### config.mk
export PLATFORM = sky130hd
export DESIGN_NAME = bp_slot_bank
export DESIGN_NICKNAME = d
export VERILOG_FILES = /design/src/rtl/bp_pkg.sv /design/src/rtl/bp_slot_regs.sv /design/src/rtl/bp_search.sv /design/src/rtl/bp_hit.sv /design/src/rtl/bp_slot_bank.sv
export SDC_FILE = /design/constraint.sdc
export NUM_CORES = 1
export LEC_CHECK = 0
export BUFFER_PORTS_ARGS = -buffer_cell sky130_fd_sc_hd__buf_4
export CAP_MARGIN = 20
export CORE_ASPECT_RATIO = 0.6
export CORE_MARGIN = 4
export CORE_UTILIZATION = 30
export CTS_CLUSTER_DIAMETER = 100
export DETAILED_ROUTE_END_ITERATION = 6
export SLEW_MARGIN = 20
export SYNTH_ARGS = -nofsm -noshare
export SYNTH_HDL_FRONTEND = slang
export SYNTH_SLANG_ARGS = --single-unit
### constraint.sdc
create_clock -name clk -period 8.2 [get_ports clk]
set_input_delay 1.23 -clock clk [delete_from_list [all_inputs] [get_ports clk]]
set_output_delay 1.23 -clock clk [all_outputs]
set_load 0.1 [all_outputs]
### src/rtl/bp_pkg.sv
package bp_pkg;
    typedef enum logic [1:0] {
        OP_NONE  = 2'b00,
        OP_SET   = 2'b01,
        OP_CLEAR = 2'b10,
        OP_WIPE  = 2'b11
    } bp_op_e;

    typedef enum logic [1:0] {
        ST_IDLE,
        ST_SET_ACK,
        ST_CLR_ACK,
        ST_WIPE_ACK
    } bp_state_e;
endpackage

### src/rtl/bp_slot_regs.sv
module bp_slot_regs #(
    parameter int SLOTS  = 8,
    parameter int ADDR_W = 32,
    localparam int IDX_W = $clog2(SLOTS)
) (
    input  logic                         clk,
    input  logic                         rst_n,
    input  logic                         wr_en,
    input  logic [IDX_W-1:0]             wr_idx,
    input  logic [ADDR_W-1:0]            wr_data,
    input  logic                         wipe,
    output logic [SLOTS-1:0][ADDR_W-1:0] slots
);
    for (genvar g = 0; g < SLOTS; g++) begin : g_slot
        always_ff @(posedge clk) begin
            if (!rst_n || wipe) begin
                slots[g] <= '0;
            end else if (wr_en && (wr_idx == IDX_W'(g))) begin
                slots[g] <= wr_data;
            end
        end
    end
endmodule

### src/rtl/bp_search.sv
module bp_search #(
    parameter int SLOTS  = 8,
    parameter int ADDR_W = 32,
    localparam int IDX_W = $clog2(SLOTS)
) (
    input  logic [SLOTS-1:0][ADDR_W-1:0] slots,
    input  logic [ADDR_W-1:0]            key,
    output logic                         match_any,
    output logic [IDX_W-1:0]             match_idx,
    output logic                         free_any,
    output logic [IDX_W-1:0]             free_idx
);
    logic [SLOTS-1:0] eq_vec;
    logic [SLOTS-1:0] free_vec;

    for (genvar g = 0; g < SLOTS; g++) begin : g_cmp
        assign eq_vec[g]   = (slots[g] == key);
        assign free_vec[g] = (slots[g] == '0);
    end

    // lowest index wins: scan from the top down so the last write is the lowest
    always_comb begin
        match_idx = '0;
        free_idx  = '0;
        for (int i = SLOTS - 1; i >= 0; i--) begin
            if (eq_vec[i])   match_idx = IDX_W'(i);
            if (free_vec[i]) free_idx  = IDX_W'(i);
        end
    end

    assign match_any = |eq_vec;
    assign free_any  = |free_vec;
endmodule

### src/rtl/bp_hit.sv
module bp_hit #(
    parameter int SLOTS  = 8,
    parameter int ADDR_W = 32
) (
    input  logic [SLOTS-1:0][ADDR_W-1:0] slots,
    input  logic                         fetch_valid,
    input  logic [ADDR_W-1:0]            fetch_addr,
    output logic                         hit
);
    logic [SLOTS-1:0] slot_hit;

    for (genvar g = 0; g < SLOTS; g++) begin : g_hit
        assign slot_hit[g] = slots[g][0] &&
                             (slots[g][ADDR_W-1:1] == fetch_addr[ADDR_W-1:1]);
    end

    assign hit = fetch_valid && (|slot_hit);
endmodule

### src/rtl/bp_slot_bank.sv
module bp_slot_bank
    import bp_pkg::*;
#(
    parameter int SLOTS  = 8,
    parameter int ADDR_W = 32,
    localparam int IDX_W = $clog2(SLOTS)
) (
    input  logic              clk,
    input  logic              rst_n,
    input  logic [1:0]        cmd_op,
    input  logic [ADDR_W-1:0] cmd_addr,
    input  logic              fetch_valid,
    input  logic [ADDR_W-1:0] fetch_addr,
    output logic              hit,
    output logic              rsp_done,
    output logic [IDX_W-1:0]  rsp_slot,
    output logic              rsp_miss,
    output logic              rsp_full
);
    bp_op_e    op;
    bp_state_e state_q, state_d;

    logic [SLOTS-1:0][ADDR_W-1:0] slots;
    logic [ADDR_W-1:0]            key;
    logic                         match_any, free_any;
    logic [IDX_W-1:0]             match_idx, free_idx;

    logic                         wr_en, wipe;
    logic [IDX_W-1:0]             wr_idx;
    logic [ADDR_W-1:0]            wr_data;

    logic [IDX_W-1:0]             slot_d, slot_q;
    logic                         miss_d, miss_q, full_d, full_q;

    assign op  = bp_op_e'(cmd_op);
    assign key = {cmd_addr[ADDR_W-1:1], 1'b1};

    bp_slot_regs #(.SLOTS(SLOTS), .ADDR_W(ADDR_W)) u_regs (
        .clk    (clk),
        .rst_n  (rst_n),
        .wr_en  (wr_en),
        .wr_idx (wr_idx),
        .wr_data(wr_data),
        .wipe   (wipe),
        .slots  (slots)
    );

    bp_search #(.SLOTS(SLOTS), .ADDR_W(ADDR_W)) u_search (
        .slots    (slots),
        .key      (key),
        .match_any(match_any),
        .match_idx(match_idx),
        .free_any (free_any),
        .free_idx (free_idx)
    );

    bp_hit #(.SLOTS(SLOTS), .ADDR_W(ADDR_W)) u_hit (
        .slots      (slots),
        .fetch_valid(fetch_valid),
        .fetch_addr (fetch_addr),
        .hit        (hit)
    );

    // next state and command decode
    always_comb begin
        state_d = ST_IDLE;
        wr_en   = 1'b0;
        wr_idx  = '0;
        wr_data = '0;
        wipe    = 1'b0;
        slot_d  = '0;
        miss_d  = 1'b0;
        full_d  = 1'b0;
        unique case (op)
            OP_NONE: begin
                state_d = ST_IDLE;
            end
            OP_SET: begin
                state_d = ST_SET_ACK;
                if (match_any) begin
                    slot_d = match_idx;
                end else if (free_any) begin
                    wr_en   = 1'b1;
                    wr_idx  = free_idx;
                    wr_data = key;
                    slot_d  = free_idx;
                end else begin
                    full_d = 1'b1;
                end
            end
            OP_CLEAR: begin
                state_d = ST_CLR_ACK;
                if (match_any) begin
                    wr_en  = 1'b1;
                    wr_idx = match_idx;
                    slot_d = match_idx;
                end else begin
                    miss_d = 1'b1;
                end
            end
            OP_WIPE: begin
                state_d = ST_WIPE_ACK;
                wipe    = 1'b1;
            end
            default: state_d = ST_IDLE;
        endcase
    end

    // state register
    always_ff @(posedge clk) begin
        if (!rst_n) begin
            state_q <= ST_IDLE;
            slot_q  <= '0;
            miss_q  <= 1'b0;
            full_q  <= 1'b0;
        end else begin
            state_q <= state_d;
            slot_q  <= slot_d;
            miss_q  <= miss_d;
            full_q  <= full_d;
        end
    end

    // outputs
    always_comb begin
        rsp_done = 1'b0;
        rsp_slot = '0;
        rsp_miss = 1'b0;
        rsp_full = 1'b0;
        unique case (state_q)
            ST_IDLE: ;
            ST_SET_ACK: begin
                rsp_done = 1'b1;
                rsp_slot = slot_q;
                rsp_full = full_q;
            end
            ST_CLR_ACK: begin
                rsp_done = 1'b1;
                rsp_slot = slot_q;
                rsp_miss = miss_q;
            end
            ST_WIPE_ACK: begin
                rsp_done = 1'b1;
            end
            default: ;
        endcase
    end
endmodule

Word-level counts from Yosys, hierarchy flattened
Index checks and enable logic that the tools add are counted.

operators by class
  add/sub/neg operators = 0
  $lt $le $gt $ge = 0
  shift-type cells = 0
  eq/ne operators = 29
  mux-type cells = 37
  reduce and logical (&&, ||, !) cells = 36
  bitwise operators = 2
  multiply operators = 0
  div/mod/pow operators = 0

operator list
  operator                                                          number
  32-bit == test                                                    8
  32-bit logical NOT                                                8
  31-bit == test                                                    8
  32-bit two-way mux                                                3
  3-bit two-way mux                                                 21
  8-bit OR reduction                                                3
  1-bit logical AND                                                 17
  3-bit == test (second input constant)                             4
  3-bit one-hot mux with 2 select lines                             2
  10-bit OR reduction                                               1
  1-bit two-way mux                                                 9
  2-bit == test (second input constant)                             4
  2-bit one-hot mux with 4 select lines                             1
  3-bit by 2-bit == test with 1-bit output (second input constant)  2
  2-bit by 1-bit == test with 1-bit output (second input constant)  2
  3-bit by 1-bit == test with 1-bit output (second input constant)  1
  3-bit logical NOT                                                 1
  3-bit OR reduction                                                1
  2-bit logical NOT                                                 1
  1-bit inverter                                                    2
  1-bit one-hot mux with 2 select lines                             1
  2-bit AND reduction                                               1
  2-bit OR reduction                                                1
  1-bit logical NOT                                                 1
  1-bit logical OR                                                  1

word-level totals
  output and inout bits = 7
  memory bits (writable) = 0
  bits of input ports = 69
  memories kept = 0
  ROM bits = 0
  bits in latches = 0
  flip-flop bits (word level) = 263

Longest topological paths before layout
Gate-level depths: netlist (run 1).

  word-level depth = 14
  depth in mapped cells = 13
  gate-level depth less buffers = 9

Cells and area by module
A second synthesis (run 1) with hierarchy kept.

unflattened totals
  cell total of the unflattened synthesis = 1856
  area, all modules = 17997.3 µm²

modules (own cells, without submodules)
  module        cells an instance  area each (µm²)  times used  seq. area each (µm²)
  bp_slot_regs  905                10375.0          1           5124.9
  bp_search     493                3836.2           1           0.0
  bp_hit        365                3060.4           1           0.0
  bp_slot_bank  93                 725.7            1           140.1

Worst setup path before layout (run 1)
No wires, ideal clock.

  path kind = input-to-output
  start point = input fetch_addr[7]
  end point = output hit
  cell stages on the path = 6
  data required time = 6.970 ns
  arrival = 3.911 ns
  setup slack = 3.059 ns
  path through = clkbuf_1 -> xnor2_1 -> nand4_1 -> nor4_1 -> a22oi_1 -> a41oi_1

between the ends
  word-level cells in the longest chain between the ends = 4
  elaborated cells between the ends (all ways) = 18
  classes of those cells = eq/ne (8); reduce/logical (10)

RTL lines
  element                 RTL line            source
  start, declared         bp_slot_bank.sv:13  input logic [ADDR_W-1:0] fetch_addr,
  31-bit == test          bp_hit.sv:14        (slots[g][ADDR_W-1:1] == fetch_addr[ADDR_W-1:1]);
  1-bit logical AND       bp_hit.sv:13        assign slot_hit[g] = slots[g][0] &&
  8-bit OR reduction (*)  bp_hit.sv:17        assign hit = fetch_valid && (|slot_hit);
  1-bit logical AND (*)   bp_hit.sv:17
  end, declared           bp_slot_bank.sv:14  output logic hit,

Mark *: on every way between the ends. The rest lies on a longest branch, timed or not.

Worst setup path after layout (run 1)
  start point = input cmd_addr[22]
  end point = register u_regs.slots[213] (netlist name)

between the ends
  word-level cells in the longest chain between the ends = 13
  elaborated cells between the ends (all ways) = 27
  classes of those cells = eq/ne (9); mux (16); reduce/logical (2)

RTL lines
  element                                RTL line            source
  start, declared                        bp_slot_bank.sv:11  input logic [ADDR_W-1:0] cmd_addr,
  32-bit == test                         bp_search.sv:17     assign eq_vec[g] = (slots[g] == key);
  3-bit two-way mux (8 in series)        bp_search.sv:26     if (eq_vec[i]) match_idx = IDX_W'(i);
  3-bit two-way mux                      bp_slot_bank.sv:93  if (match_any) begin
  3-bit one-hot mux with 2 select lines  bp_slot_bank.sv:74  unique case (op)
  3-bit == test                          bp_slot_regs.sv:18  end else if (wr_en && (wr_idx == IDX_W'(g))) begin
  1-bit logical AND                      bp_slot_regs.sv:18
  end signal, assigned by index          bp_slot_regs.sv:19  slots[g] <= wr_data;
  end, declared                          bp_slot_regs.sv:12  output logic [SLOTS-1:0][ADDR_W-1:0] slots

Parallel ways exist; a longest one is shown, timed or not.
A chain may end at the register's enable or synchronous reset.

==> results.sh, run 1 <==
export IMPL_layout_drive_gt1_share=0.07613
export IMPL_clockBufferDepth=3
export IMPL_synth_edf_count=0
export IMPL_gr_total_overflow=0
export IMPL_antenna_found_initial=2
export IMPL_fp_dieH_um=191.1
export IMPL_multiInputGateArea_um2=10750
export IMPL_switching_share=0.2876
export IMPL_vdd_drop_max_v=0.0001256
export IMPL_die_area_um2=59840
export IMPL_gp_congestion=0.9761
export IMPL_syn_instance_count=1855
export IMPL_io_buffers=73
export IMPL_power_frac_clock=0.426
export IMPL_layout_commonest_cell="xnor2_1"
export IMPL_grt_pass1_wl_um=104900
export IMPL_total_leakage_power_nw=5.978
export IMPL_critPathKind="in -> reg"
export IMPL_finish_net_count=1909
export IMPL_min_from="u_regs.slots[128]"
export IMPL_hold_depth=2
export IMPL_dr_pass1_iters=6
export IMPL_die_w_um=313.2
export IMPL_dp_slack_ns=2.651
export IMPL_grt_max_degree=187
export IMPL_r2r_setup_slack_ns=3.63
export IMPL_mostFrequentLayoutCells="xnor2_1, nand2_1, dfxtp_1"
export IMPL_fin_crit_ns=5.024
export IMPL_post_cts_buffers=0
export IMPL_vias=15155
export IMPL_clock_skew_ns=0.01002
export IMPL_htreeDepth=1
export IMPL_initial_core_util=0.3062
export IMPL_p_seq_frac=0.440
export IMPL_async_flop_share=0
export IMPL_cp_max_fo=34
export IMPL_grt_pass1_vias=14737
export IMPL_cts_resized=0
export IMPL_startpoint_type="input pin"
export IMPL_r2r_start="u_regs.slots[97]"
export IMPL_yosys_most_used_dff="dfxtp_1"
export IMPL_postCtsHoldBufs=0
export IMPL_intPower_w=0.002079
export IMPL_min_path_type="reg -> reg"
export IMPL_status="complete, no violations"
export IMPL_drc=0
export IMPL_syn_nets=1931
export IMPL_fin_setup_tns_ns=0
export IMPL_coreArea_um2=54750
export IMPL_critical_path_arrival_ns=5.51
export IMPL_r2r_end="u_regs.slots[213]"
export IMPL_filler_cell_count=5616
export IMPL_cts_buffers=26
export IMPL_ys_ff_latch=263
export IMPL_root_buffer="clkbuf_16"
export IMPL_hold_end="u_regs.slots[128]"
export IMPL_tritoncts="built"
export IMPL_worstMarginPinSlew_ns=1.119
export IMPL_pin_count=76
export IMPL_synth_warnings=0
export IMPL_via_per_inst=5.824
export IMPL_cp_required_ns=8.68
export IMPL_p_per_area_nw_per_um2=158.0
export IMPL_cap_violations=0
export IMPL_end_kind="flip-flop"
export IMPL_yosysSeqAreaShare=0.3141
export IMPL_combPwrFrac=0.135
export IMPL_ys_types=51
export IMPL_clk_latency_ns=0.58
export IMPL_ff2ff_path_depth=10
export IMPL_setup_ws_ns=3.176
export IMPL_drtIter0Drc=2518
export IMPL_wl_per_cell_um=28.86
export IMPL_period_share=0.6127
export IMPL_power_net_switching_w=0.0008392
export IMPL_synth_area_um2=16760
export IMPL_syn2layout_area_growth_pct=10.17
export IMPL_drt_wl_total_um=75100
export IMPL_ant_nets=0
export IMPL_crit_path_start="cmd_addr[22]"
export IMPL_clock_sinks=263
export IMPL_dp_hpwl_um=56970
export IMPL_relSlewSlack=0.2539
export IMPL_track_usage=0.2417
export IMPL_rsz0062_at_grt="no"
export IMPL_regArea_um2=5265
export IMPL_slew_violations=0
export IMPL_setup_viol_count_final=0
export IMPL_final_hold_viol_count=0
export IMPL_rows=66
export IMPL_timing_fmax_mhz=199.0
export IMPL_cts_clk_slew_worst_paths_ns=0.07
export IMPL_postSynthAreaPerCell_um2=9.036
-- critical path, stage by stage --
cell     delay (ns)
buf_4          0.27
xor2_1         0.15
or4_1          0.55
nor4_1         0.36
nand3_1        0.41
and4_4         0.34
and3_1         0.17
buf_4          0.27
a32oi_4        0.39
and4_2         1.03
mux2i_1        0.27
-- layout make-up --
class / instances / area share
multi-input combinational: 1450 / 0.5819
tap: 748 / 0.05068
antenna: 2 / 0.0002710
clock buffer: 37 / 0.04133
sequential: 263 / 0.2851
clock inverter: 10 / 0.004878
timing repair buffer: 81 / 0.03361
inverter: 11 / 0.002236
-- registers in the layout (all words and copies together) (netlist names) --
register,flops
full_q,1
state_q,2
u_regs.slots,256
slot_q,3
miss_q,1
-- cell families (layout without fill, tap and decap cells) --
| group | after synthesis | in the layout | share of synthesized area |
|---|---|---|---|
| fa+ha+maj | 7 | 7 | 0.005225 |
| compound gates | 26 | 26 | 0.01344 |
| xor+xnor | 495 | 495 | 0.2586 |
| mux | 257 | 257 | 0.1535 |
| simple gates | 665 | 665 | 0.2087 |
| buf+inv | 142 | 139 | 0.04643 |
| flops | 263 | 263 | 0.3141 |
| other cells | 0 | 2 | 0 |
-- how the worst max path moves through the flow --
stage                              to  slack, ns  depth (start not counted)
detailed placement   u_regs.slots[91]       2.65                         11
floorplan                         hit       3.06                          6
finish              u_regs.slots[213]       3.18                         11
global route        u_regs.slots[219]       3.05                         11
CTS                  u_regs.slots[68]       3.23                         11
global placement     u_regs.slots[91]       2.74                         11
-- synth_stat cells (8+ instances only) --
| cell | number | share of area |
|---|---|---|
| nor4b_1 | 8 | 0.0042 |
| inv_1 | 11 | 0.0025 |
| clkbuf_1 | 69 | 0.015 |
| nor2_1 | 24 | 0.0054 |
| buf_4 | 12 | 0.0054 |
| nand4_1 | 149 | 0.056 |
| nand2_1 | 273 | 0.061 |
| buf_6 | 22 | 0.015 |
| xor2_1 | 96 | 0.050 |
| dfxtp_1 | 263 | 0.31 |
| nor4_1 | 125 | 0.047 |
| xnor2_1 | 399 | 0.21 |
| nand3_1 | 37 | 0.011 |
| mux2i_1 | 257 | 0.15 |
| buf_2 | 28 | 0.0084 |
-- metrics by stage --
step                      power, W  hold slack, ns  instances  utilization  instance area (um^2)
after floorplan           0.001546          0.4614       1855            -                 16760
after CTS                 0.002917          0.5105       2600       0.3370                 18450
after global routing      0.002986          0.5407       2602       0.3373                 18470
after detailed placement  0.001685          0.5013       2553       0.3215                 17600
after global placement    0.001682          0.4964       2553       0.3215                 17600
final                     0.002918          0.5106       2602       0.3373                 18470
-- power by group through the flow --
stage	combinational [W]	clock, W	sequential [W]
3_5_place_dp	0.000373	0	0.00131
4_1_cts	0.000375	0.00126	0.00128
3_3_place_gp	0.000371	0	0.00131
2_1_floorplan	0.000236	0	0.00131
5_1_grt	0.000399	0.00130	0.00128
6_report	0.000393	0.00124	0.00128
-- per-layer routing --
layer / vias up / global-route usage / routed length [um]
met1: 7473 / 0.3415 / 32000
met4: 0 / 0.08112 / 2549
met3: 207 / 0.07011 / 9994
met5: - / 0 / 0
met2: 1045 / 0.3505 / 30550
li1: 6430 / - / -
Power figures use the tool's default switching activity.
==> run 2, diff against run 1 <==
==> constraint.sdc (replaced) <==
create_clock -name clk -period 4.6 [get_ports clk]
set_input_delay 0.69 -clock clk [delete_from_list [all_inputs] [get_ports clk]]
set_output_delay 0.69 -clock clk [all_outputs]
set_load 0.1 [all_outputs]
==> results.sh, run 2 (same netlist as run 1, synthesis figures left out) <==
export IMPL_dr_pass1_iters=5
export IMPL_cts_resized=0
export IMPL_post_cts_buffers=0
export IMPL_largest_register_ffs=256
export IMPL_power_net_switching_w=0.001523
export IMPL_p_per_area_nw_per_um2=279.6
export IMPL_status="complete, no violations"
export IMPL_postCtsHoldBufs=0
export IMPL_ff2ff_path_depth=9
export IMPL_top_register="u_regs.slots"
export IMPL_setup_viol_count_final=0
export IMPL_drtIter0Drc=2427
export IMPL_slowest_delay_ns=1.01
export IMPL_r2r_start="u_regs.slots[69]"
export IMPL_layout_drive_gt1_share=0.09033
export IMPL_switching_share=0.2902
export IMPL_initial_core_util=0.3062
export IMPL_r2r_setup_slack_ns=0.46
export IMPL_final_area_um2=18760
export IMPL_cpLargestDelayFamily="simple AND/OR/NAND/NOR gates"
export IMPL_r2r_end="u_regs.slots[211]"
export IMPL_biggestRegsByFlops="u_regs.slots: 256 flops, slot_q: 3 flops, state_q: 2 flops"
export IMPL_period_share=0.9010
export IMPL_cap_violations=0
export IMPL_min_path_type="in -> reg"
export IMPL_drt_wl_total_um=76480
export IMPL_startpoint_type="flip-flop"
export IMPL_coreArea_um2=54750
export IMPL_vias=15246
export IMPL_place_area_um2=17900
export IMPL_die_area_um2=59840
export IMPL_io_buffers=73
export IMPL_root_buffer="clkbuf_16"
export IMPL_rsz0062_at_grt="no"
export IMPL_cp_common_cell="o21ai_0"
export IMPL_dp_hpwl_um=58930
export IMPL_slew_violations=0
export IMPL_p_seq_frac=0.436
export IMPL_clock_sinks=263
export IMPL_htreeDepth=1
export IMPL_wl_per_cell_um=29.07
export IMPL_mostFrequentLayoutCells="xnor2_1, nand2_1, dfxtp_1"
export IMPL_layout_commonest_cell="xnor2_1"
export IMPL_clockBufferDepth=3
export IMPL_gr_total_overflow=0
export IMPL_fp_dieH_um=191.1
export IMPL_antenna_found_initial=2
export IMPL_pin_count=76
export IMPL_intPower_w=0.003725
export IMPL_cp_max_fo=32
export IMPL_finish_net_count=1940
export IMPL_cp_required_ns=5.09
export IMPL_drc=0
export IMPL_cts_clk_slew_worst_paths_ns=0.07
export IMPL_rows=66
export IMPL_clock_skew_ns=0.01986
export IMPL_grt_pass1_vias=14751
export IMPL_combPwrFrac=0.137
export IMPL_relSlewSlack=0.3111
export IMPL_hold_depth=3
export IMPL_vdd_drop_max_v=0.0002243
export IMPL_power_frac_clock=0.428
export IMPL_grt_pass1_wl_um=107700
export IMPL_fin_crit_ns=4.144
export IMPL_syn2layout_area_growth_pct=11.94
export IMPL_path_buf_inv=0
export IMPL_end_kind="flip-flop"
export IMPL_ant_nets=0
export IMPL_total_leakage_power_nw=6.155
export IMPL_dp_cells=2583
export IMPL_track_usage=0.2478
export IMPL_critPathKind="reg -> reg"
export IMPL_finalNonFillerCells=2631
export IMPL_gp_congestion=0.9814
export IMPL_die_w_um=313.2
export IMPL_via_per_inst=5.795
export IMPL_grt_max_degree=155
export IMPL_cp_slowest_cell="and4_2"
export IMPL_clk_latency_ns=0.58
export IMPL_min_from="rst_n"
export IMPL_fin_setup_tns_ns=0
export IMPL_crit_chain="xnor2_1 > or4bb_1 > nor4b_1 > nand4_1 > o21ai_0 > o21ai_0 > a32oi_4 > and4_2 > mux2i_1"
export IMPL_tritoncts="built"
export IMPL_cts_buffers=27
export IMPL_cp_depth=9
export IMPL_timing_fmax_mhz=241.3
export IMPL_hold_end="miss_q"
export IMPL_worstMarginPinSlew_ns=1.033
export IMPL_final_hold_viol_count=0
export IMPL_critical_path_arrival_ns=4.63
[run 2: changes by cell type in the layout (fill, tap and decap cells not counted), moves of 2 or more]
cell and delta:
clkinv_2 -2, inv_6 +2, buf_4 +24, buf_12 +6
[run 2: worst max-delay path by stage]
stage | slack, ns | from | endpoint
after detailed placement | 0.1 | cmd_addr[18] | u_regs.slots[220]
after floorplan | 0.54 | fetch_addr[7] | hit
after global placement | 0.21 | cmd_addr[30] | u_regs.slots[216]
final | 0.46 | u_regs.slots[69] | u_regs.slots[211]
after CTS | 0.57 | u_regs.slots[178] | u_regs.slots[220]
after global routing | 0.22 | u_regs.slots[69] | u_regs.slots[220]
[run 2: power groups by stage]
stage | sequential, W | combinational, W | clock, W
floorplan | 0.00234 | 0.000420 | 0
CTS | 0.00229 | 0.000687 | 0.00227
finish | 0.00229 | 0.000717 | 0.00224
global placement | 0.00234 | 0.000684 | 0
global route | 0.00229 | 0.000732 | 0.00235
detailed placement | 0.00234 | 0.000685 | 0
[run 2: cell type report]
type | instances | area, um^2
multi-input cells | 1450 | 10740
clock buffers | 37 | 763.2
fillers | 5646 | 35990
well taps | 748 | 935.9
inverters | 11 | 41.29
repair buffers | 111 | 920.9
flip-flops and latches | 263 | 5265
clock inverters | 10 | 98.84
diodes | 1 | 2.502
[run 2: worst register-to-register path: stages, from the launching register on]
cell and delay, ns:
dfxtp_1 0.46, xnor2_1 0.18, or4bb_1 0.54, nor4b_1 0.31, nand4_1 0.41, o21ai_0 0.21, o21ai_0 0.23, a32oi_4 0.41
and4_2 1.01, mux2i_1 0.29
[run 2: metrics by stage]
| stage | hold slack [ns] | total power (W) | util | setup WS, ns |
|---|---|---|---|---|
| finish | 0.4186 | 0.005247 | 0.3427 | 0.4556 |
| global route | 0.4235 | 0.005372 | 0.3427 | 0.2238 |
| global placement | 0.4989 | 0.003023 | 0.3269 | 0.2070 |
| floorplan | 0.4614 | 0.002756 | - | 0.5394 |
| CTS | 0.4034 | 0.005241 | 0.3427 | 0.5712 |
| detailed placement | 0.5065 | 0.003023 | 0.3269 | 0.09879 |
[run 2: layer usage]
metal	global-route usage	wire, um	vias up
li1	-	-	6491
met1	0.3603	33740	7592
met2	0.3578	30900	986
met3	0.06469	9297	177
met4	0.07087	2538	0
met5	0	0	-
